`config.mk`:
```
export PLATFORM = sky130hd
export DESIGN_NAME = trig_match_unit
export DESIGN_NICKNAME = d
export VERILOG_FILES = /design/src/rtl/trig_match_unit.sv
export SDC_FILE = /design/constraint.sdc
export NUM_CORES = 2
export LEC_CHECK = 0
export BUFFER_PORTS_ARGS = -buffer_cell sky130_fd_sc_hd__buf_2
export CORE_MARGIN = 2
export CORE_UTILIZATION = 40
export DETAILED_ROUTE_END_ITERATION = 8
export GPL_TIMING_DRIVEN = 0
export PLACE_DENSITY = 0.66
export SYNTH_ARGS = -nofsm -noshare
export SYNTH_HDL_FRONTEND = slang
export SYNTH_SLANG_ARGS = --single-unit
```
`constraint.sdc`:
```
create_clock -name clk -period 14.66 [get_ports clk]
set_input_delay 1.466 -clock clk [delete_from_list [all_inputs] [get_ports clk]]
set_output_delay 1.466 -clock clk [all_outputs]
set_load 0.05 [all_outputs]
```
`src/rtl/trig_match_unit.sv`:
```
module trig_match_unit #(
  parameter int ADDR_W = 64
) (
  input  logic              clk,
  input  logic              rst_n,
  input  logic              cfg_we,
  input  logic [3:0]        cfg_idx,
  input  logic              cfg_enable,
  input  logic [1:0]        cfg_mtype,
  input  logic              cfg_sel,
  input  logic              cfg_timing,
  input  logic              cfg_action,
  input  logic              cfg_chain,
  input  logic [ADDR_W-1:0] cfg_value,
  input  logic              fetch_valid,
  input  logic [ADDR_W-1:0] fetch_pc,
  input  logic              load_valid,
  input  logic [ADDR_W-1:0] load_addr,
  input  logic              store_valid,
  input  logic [ADDR_W-1:0] store_addr,
  output logic [9:0]        raw_hit,
  output logic [9:0]        fire,
  output logic [9:0]        fire_timing,
  output logic [9:0]        fire_action,
  output logic              any_hit
);
  localparam int NTRIG = 10;
  localparam int NGRP  = NTRIG / 2;

  logic [NTRIG-1:0] en_q, sel_q, tim_q, act_q, chn_q;
  logic [1:0]        mt_q  [NTRIG];
  logic [ADDR_W-1:0] val_q [NTRIG];

  always_ff @(posedge clk or negedge rst_n) begin
    if (!rst_n) begin
      en_q  <= '0;
      sel_q <= '0;
      tim_q <= '0;
      act_q <= '0;
      chn_q <= '0;
      for (int k = 0; k < NTRIG; k++) begin
        mt_q[k]  <= '0;
        val_q[k] <= '0;
      end
    end else if (cfg_we && cfg_idx < 4'(NTRIG)) begin
      en_q[cfg_idx]  <= cfg_enable;
      sel_q[cfg_idx] <= cfg_sel;
      tim_q[cfg_idx] <= cfg_timing;
      act_q[cfg_idx] <= cfg_action;
      chn_q[cfg_idx] <= cfg_chain;
      mt_q[cfg_idx]  <= cfg_mtype;
      val_q[cfg_idx] <= cfg_value;
    end
  end

  for (genvar k = 0; k < NTRIG; k++) begin : g_trig
    // 0 fetch, 1 store, 2 load
    localparam int KIND = (k < 2 || k == 6 || k == 8) ? 0 :
                          (k < 4 || k == 7)           ? 1 : 2;
    logic [ADDR_W-1:0] a, v, nm;
    logic              ev, cmp;

    if (KIND == 0) begin : g_f
      assign a = fetch_pc;   assign ev = fetch_valid;
    end else if (KIND == 1) begin : g_s
      assign a = store_addr; assign ev = store_valid;
    end else begin : g_l
      assign a = load_addr;  assign ev = load_valid;
    end

    assign v  = val_q[k];
    assign nm = v ^ (v + 1'b1);

    always_comb begin
      case (mt_q[k])
        2'd0:    cmp = (a == v);
        2'd1:    cmp = (a >= v);
        2'd2:    cmp = (a < v);
        default: cmp = ((a | nm) == (v | nm));
      endcase
    end

    assign raw_hit[k] = en_q[k] & ev & cmp & ~((KIND == 2) & sel_q[k]);
  end

  for (genvar g = 0; g < NGRP; g++) begin : g_grp
    logic ch, pair_ok;
    assign ch      = (g != 1) & chn_q[2*g];
    assign pair_ok = raw_hit[2*g] & raw_hit[2*g+1] & (tim_q[2*g] == tim_q[2*g+1]);
    assign fire[2*g]   = ch ? pair_ok : raw_hit[2*g];
    assign fire[2*g+1] = ch ? pair_ok : raw_hit[2*g+1];
  end

  assign fire_timing = fire & tim_q;
  assign fire_action = fire & act_q;
  assign any_hit     = |fire;
endmodule

```
### Word-level counts from Yosys, hierarchy flattened

Cells that the tools add are included.

* add/sub/neg operators: 10
* multiply operators: 0
* divide/modulo/power cells: 0
* magnitude comparators: 25
* eq/ne operators: 44
* shift-type cells: 0
* multiplexer cells: 31
* bitwise operators: 67
* reductions and logical operators: 14

Operator list (number)
* equality test 64 bit: 20
* bitwise OR 64 bit: 20
* adder 64 x 1 -> 64 bit, second input constant: 10
* bitwise mux 640 bit: 1
* >= comparator 64 bit: 10
* less-than comparator 64 bit: 10
* XOR 64 bit: 10
* demux 64 bit (select 4 bit): 1
* two-way mux 64 bit: 1
* bitwise mux 10 bit: 5
* bitwise AND 1 bit: 31
* case mux 1 bit (3 select lines): 10
* bitwise AND 10 bit: 2
* bitwise mux 20 bit: 1
* equality test 2 x 1 -> 1 bit, second input constant: 10
* equality test 2 bit, second input constant: 10
* zero test 2 bit: 10
* OR reduction 10 bit: 1
* two-way mux 1 bit: 9
* demux 2 bit (select 4 bit): 1
* >= comparator 5 bit, second input constant: 1
* less-than comparator 4 x 5 -> 1 bit, second input constant: 1
* less-than comparator 5 x 1 -> 1 bit, second input constant: 1
* inverter 4 -> 5 bit: 1
* 7 further kinds: 14

* bits in registers: 710
* latch bits: 0
* bits in writable memories: 0
* bits in read-only memories: 0
* input bits: 273
* output and inout port bits: 41
* memories kept: 0

### Logic depth before layout (Yosys ltp)

* word-level depth: 11
* mapped depth: 25
* gate-level depth less buffers: 24

### Worst setup path after synthesis

No wires, ideal clock.

* kind: register to output
* start point: register val_q, in the netlist g_trig[8].v[14]
* end point: output fire_action[8]
* arrival: 5.541 ns
* data required time: 13.194 ns
* setup slack: 7.653 ns
* stages on the path, launching flop included: 23
* path buffers: 1
* cells stage by stage: dfrtp_1 inv_1 nor4_2 and3_1 nand2_1 nor4_2 and4_1 and2b_1 buf_2 and3_1 and2b_1 nand2_1 ha_1 xor2_1 nor2_1 xor2_1 nor4_1 nand4_1 nor4_1 o211ai_1 nor2_1 o21a_1 and2_1

* longest elaborated chain between the ends: 10

Ends and longest elaborated chain
* from (decl): line 32 `logic [ADDR_W-1:0] val_q [NTRIG];`
* from (signal, indexed assignment): line 52 `val_q[cfg_idx] <= cfg_value;`
* adder 64 x 1 -> 64 bit: line 72 `assign nm = v ^ (v + 1'b1);`
* XOR 64 bit: line 72
* bitwise OR 64 bit: line 79 `default: cmp = ((a | nm) == (v | nm));`
* equality test 64 bit: line 79
* case mux 1 bit (3 select lines) *: line 75 `case (mt_q[k])`
* bitwise AND 1 bit *: line 83 `assign raw_hit[k] = en_q[k] & ev & cmp & ~((KIND == 2) & sel_q[k]);`
* via raw_hit[8]: line 21 `output logic [9:0] raw_hit,`
* bitwise AND 1 bit (2 in series): line 89 `assign pair_ok = raw_hit[2*g] & raw_hit[2*g+1] & (tim_q[2*g] == tim_q[2*g+1]);`
* two-way mux 1 bit *: line 90 `assign fire[2*g] = ch ? pair_ok : raw_hit[2*g];`
* via fire[8]: line 22 `output logic [9:0] fire,`
* bitwise AND 10 bit *: line 95 `assign fire_action = fire & act_q;`
* to (decl): line 24 `output logic [9:0] fire_action,`

The timed path passes the listed nets; every way through them passes the cells marked *.

### Final worst setup path

* start point: register val_q, in the netlist g_trig[5].v[2]
* end point: output fire_timing[4]

* longest elaborated chain between the ends: 11

Ends and longest elaborated chain
* adder 64 x 1 -> 64 bit: line 72
* XOR 64 bit: line 72
* bitwise OR 64 bit: line 79
* equality test 64 bit: line 79
* case mux 1 bit (3 select lines) *: line 75
* bitwise AND 1 bit * (2 in series): line 83
* bitwise AND 1 bit * (2 in series): line 89
* two-way mux 1 bit *: line 90
* bitwise AND 10 bit *: line 94 `assign fire_timing = fire & tim_q;`
* to (decl): line 23 `output logic [9:0] fire_timing,`

Every way passes the cells marked *; elsewhere a longest branch is shown, timed or not.

==> qor_table.md <==
| Quantity | Reported | Unit |
|---|---|---|
| Die width | 423 | um |
| Highest net fanout along the worst path | 7 | - |
| Floorplan row count | 153 | - |
| Arrival @ worst endpoint | 9.44 | ns |
| Setup WS pre-CTS | 5.23 | ns |
| Yosys top cell area share | 24.8 | % |
| Sequential cell fraction of total power | 27.9 | % |
| Clock tree from TritonCTS | done | - |
| Met1 wire length | 115 | mm |
| Post-synth cell types | 94 | - |
| Num Clock Sinks | 697 | - |
| Setup crit start | g_trig[5].v[2]$_DFFE_PN0P_ | - |
| Top cells by area in the synthesized netlist | dfrtp_1 (25%), ha_1 (23%), xor2_1 (13%) | - |
| Final std cells w/o fill | 11000 | - |
| Max incr delay on CP | 0.96 | ns |
| Final setup violating endpoints | 0 | - |
| Fraction of the cycle the final worst path needs | 74.4 | % |
| Per-cell via count in the routed design | 5.98 | - |
| Share of cells above drive strength 1 | 10.3 | % |
| Violated checks | max-capacitance violations, max-slew violations | - |
| Worst-case vdd ir drop | 89.2 | uV |
| Die area | 179000 | um^2 |
| Worst-Margin Slew | 1.64 | ns |
| Internal power summed over all cells | 5770 | uW |
| Clock share of power | 24.3 | % |
| Pin count of the biggest net entering global routing | 115 | - |
| Most common cell in the netlist | ha_1 | - |
| Cell Count Post-Placement | 10800 | - |
| Total Nets Final | 10100 | - |
| Setup slack, reg-to-reg | 13.58 | ns |
| Min Tclk post-route | 10.90 | ns |
| Fin. Hold Viols | 0 | - |
| Dpl hpwl | 239 | mm |
| Static Leak | 0.0357 | uW |
| Outcome | finished, violations left | - |
| Yosys warning total | 0 | - |
| # Max-Cap Violations | 3 | - |
| Clock insertion delay at the later pin of the skew report | 0.73 | ns |
| Hold Buf Count CTS | 0 | - |
| Met3 wirelength from detailed routing | 28.8 | mm |
| Req. time, crit path | 13.19 | ns |
| Post CTS Setup Buffer Count | 0 | - |
| Max-slew violation count | 9 | - |
| Number of enable flip-flop cells after synthesis | 0 | - |
| DR vias | 66000 | - |
| Total stage count of the critical path | 20 | - |
| Register clock-pin slew on the reported worst setup and hold paths | 0.06 | ns |
| Cell with the biggest individual delay on the critical path | nor2_1 | - |
| Number of buffers inserted by port buffering | 242 | - |
| Critical path's top delay family | simple AND/OR/NAND/NOR gates | - |
| Relative contribution of combinational cells to total power | 47.8 | % |
| Leading post-synthesis cells by instance count | ha_1 (1280), xor2_1 (1024), nand2_1 (773) | - |
| Met2 routed WL | 132 | mm |
| Die extent in y | 423 | um |
| Net count after synthesis | 9777 | - |
| Max H-tree Level | 3 | - |
| Smallest hold slack | 0.497 | ns |
| Netlist Area Pre-Place | 70300 | um^2 |
| Floorplan Core Area | 174000 | um^2 |
| R2r endpoint | g_trig[0].v[2]$_DFFE_PN0P_ | - |
| Synth Area per Inst | 8.55 | um^2 |
| Number of placed I/O pins | 314 | - |
| Main flop type after synthesis | dfrtp_1 | - |
| Cell area after layout | 78300 | um^2 |
| Switching power | 4750 | uW |
| Layout filler cell count | 17200 | - |
| Total wirelength of the detailed-routed design | 305 | mm |
| Clock root buffer | clkbuf_16 | - |
| Fraction of power spent switching nets | 45.1 | % |
| Highest clock frequency the design can meet | 91.7 | MHz |
| Length of the first detailed-routing pass in iterations | 8 | - |
| Setup ws final | 3.76 | ns |
| Grt ovf | 0 | - |
| Final weighted congestion in routability-driven placement | 1.05 | - |
| Launching point of the worst reg2reg path | g_trig[0].v[2]$_DFFE_PN0P_ | - |
| Starting density of the core | 40.4 | % |
| Setup skew after layout | 0 | ns |
| Cell seen most often among critical-path stages | nand3_1 | - |
| Global Route Usage Sum | 33.0 | % |
| Cell-by-cell trace of the critical path | and4_1 > and3_1 > nand3_1 > nor2b_1 > nand4_1 > nor2_2 > nand3_1 > nor3_1 > nand3_1 > ha_1 > xor2_1 > nor2_1 > xnor2_1 > nand4_1 > nor4_1 > nand3_1 > a311oi_1 > a31oi_1 > nor2_1 > buf_2 | - |
| Area growth from synthesis to final layout | 11.4 | % |
| Power per Cell Area | 134 | nW/um^2 |
| Synthesized netlist cell count | 8224 | - |
| Critical Path Source Type | flop | - |
| Worst-case headroom to the max-slew limit | -11.1 | % |
| Share of flip-flops with an asynchronous set or reset | 100 | % |
| Worst setup endpoint | fire_timing[4] | - |
| Setup repair after global routing missed its margin | false | - |
| Post-synthesis cell type with the largest combined area | dfrtp_1 | - |
| Antenna violation net count after detailed routing | 0 | - |
| Max Used Layer | met5 | - |
| Sequential element share of the synthesized area | 24.8 | % |
| Number of global-route vias before repair | 61800 | - |
| Post-DP Area | 74900 | um^2 |
| TritonCTS buffer count | 93 | - |
| Category of the worst setup path capture point | output pin | - |
| Initial antenna violation count | 74 | - |
| Class of the tightest hold or removal check | flop to flop | - |
| Total negative setup slack | 0 | ns |
| Number of gates resized after CTS | 0 | - |
| Wire length of the first global-routing pass | 429 | mm |
| Number of design rule violations left after detail routing | 0 | - |
| Detailed Route Iter0 Violations | 6744 | - |
| Setup Crit Path Kind | flop to output pin | - |
| Average wire length per cell after detail routing | 27.6 | um |
| Register bit total from synthesis | 697 | - |
| Bufs on Longest Clock Path | 3 | - |
| Bufs and invs on worst path | 1 | - |
| FF-to-FF path depth | 3 | - |
[worst min path at each step]
stage / startpoint / to / slack [ns] / depth (start not counted)
final: act_q[3]$_DFFE_PN0P_ / act_q[3]$_DFFE_PN0P_ / 0.50 / 1
after global routing: tim_q[2]$_DFFE_PN0P_ / tim_q[2]$_DFFE_PN0P_ / 0.52 / 1
after CTS: act_q[3]$_DFFE_PN0P_ / act_q[3]$_DFFE_PN0P_ / 0.50 / 1
after detailed placement: act_q[3]$_DFFE_PN0P_ / act_q[3]$_DFFE_PN0P_ / 0.49 / 1
after global placement: en_q[2]$_DFFE_PN0P_ / en_q[2]$_DFFE_PN0P_ / 0.48 / 1
after floorplan: act_q[2]$_DFFE_PN0P_ / act_q[2]$_DFFE_PN0P_ / 0.47 / 1
[through the flow]
stage | utilization [%] | power, uW
finish | 45.0 | 10500
detailed placement | 43.0 | 7830
global placement | 42.7 | 7640
global route | 44.9 | 11100
floorplan | - | 6140
CTS | 44.9 | 10400
[placed cells by master, fill, tap and decap left out, types with 250 or more instances in the layout]
cell,count
o21ai_0,672
mux2_2,309
nand4_1,364
dfrtp_1,697
nor2_1,563
nand3_1,281
or3_1,250
nand2_1,773
xor2_1,1024
inv_1,738
ha_1,1280
[power by group through the flow]
stage | logic, uW | clock network [uW] | registers (uW)
finish | 5030 | 2550 | 2930
global placement | 4710 | 0 | 2920
CTS | 4910 | 2560 | 2910
detailed placement | 4880 | 0 | 2940
floorplan | 3340 | 0 | 2800
global route | 5510 | 2630 | 3000
[state kept, by name, summed over array words and instances, names as in the netlist]
register / count
mt_q: 20
sel_q: 3
tim_q: 10
act_q: 10
chn_q: 4
g_trig.v: 640
en_q: 10
[kinds of logic after synthesis]
family | synth area share (%)
buffers and inverters | 5.11
AO/OA/AOI/OAI | 9.04
multiplexers | 4.98
flip-flops | 24.8
XOR/XNOR | 13.3
adder cells (fa/ha/maj) | 22.8
AND/OR/NAND/NOR | 20.0
[cell type report]
class / instances / area, um^2 / area share, %
buffer: 198 / 852 / 1.09
multi-input combinational: 6578 / 49300 / 62.9
antenna: 52 / 130 / 0.166
clock inverter: 53 / 703 / 0.898
timing repair buffer: 257 / 1540 / 1.97
inverter: 751 / 2820 / 3.60
tap: 2325 / 2910 / 3.71
sequential: 697 / 17400 / 22.3
clock buffer: 123 / 2620 / 3.35
[layer usage]
layer  GRT usage, %  up-vias
met2           50.4     3365
met5              0        -
met1           39.8    31900
met4           26.7       18
li1               -    29700
met3           7.25      966
[worst register-to-register path, stage by stage (launching register included)]
cell,delay [ns]
dfrtp_1,0.34
clkbuf_1,0.29
inv_1,0.15
o21ai_0,0.21
No activity file was read; power rests on OpenSTA's default activity.
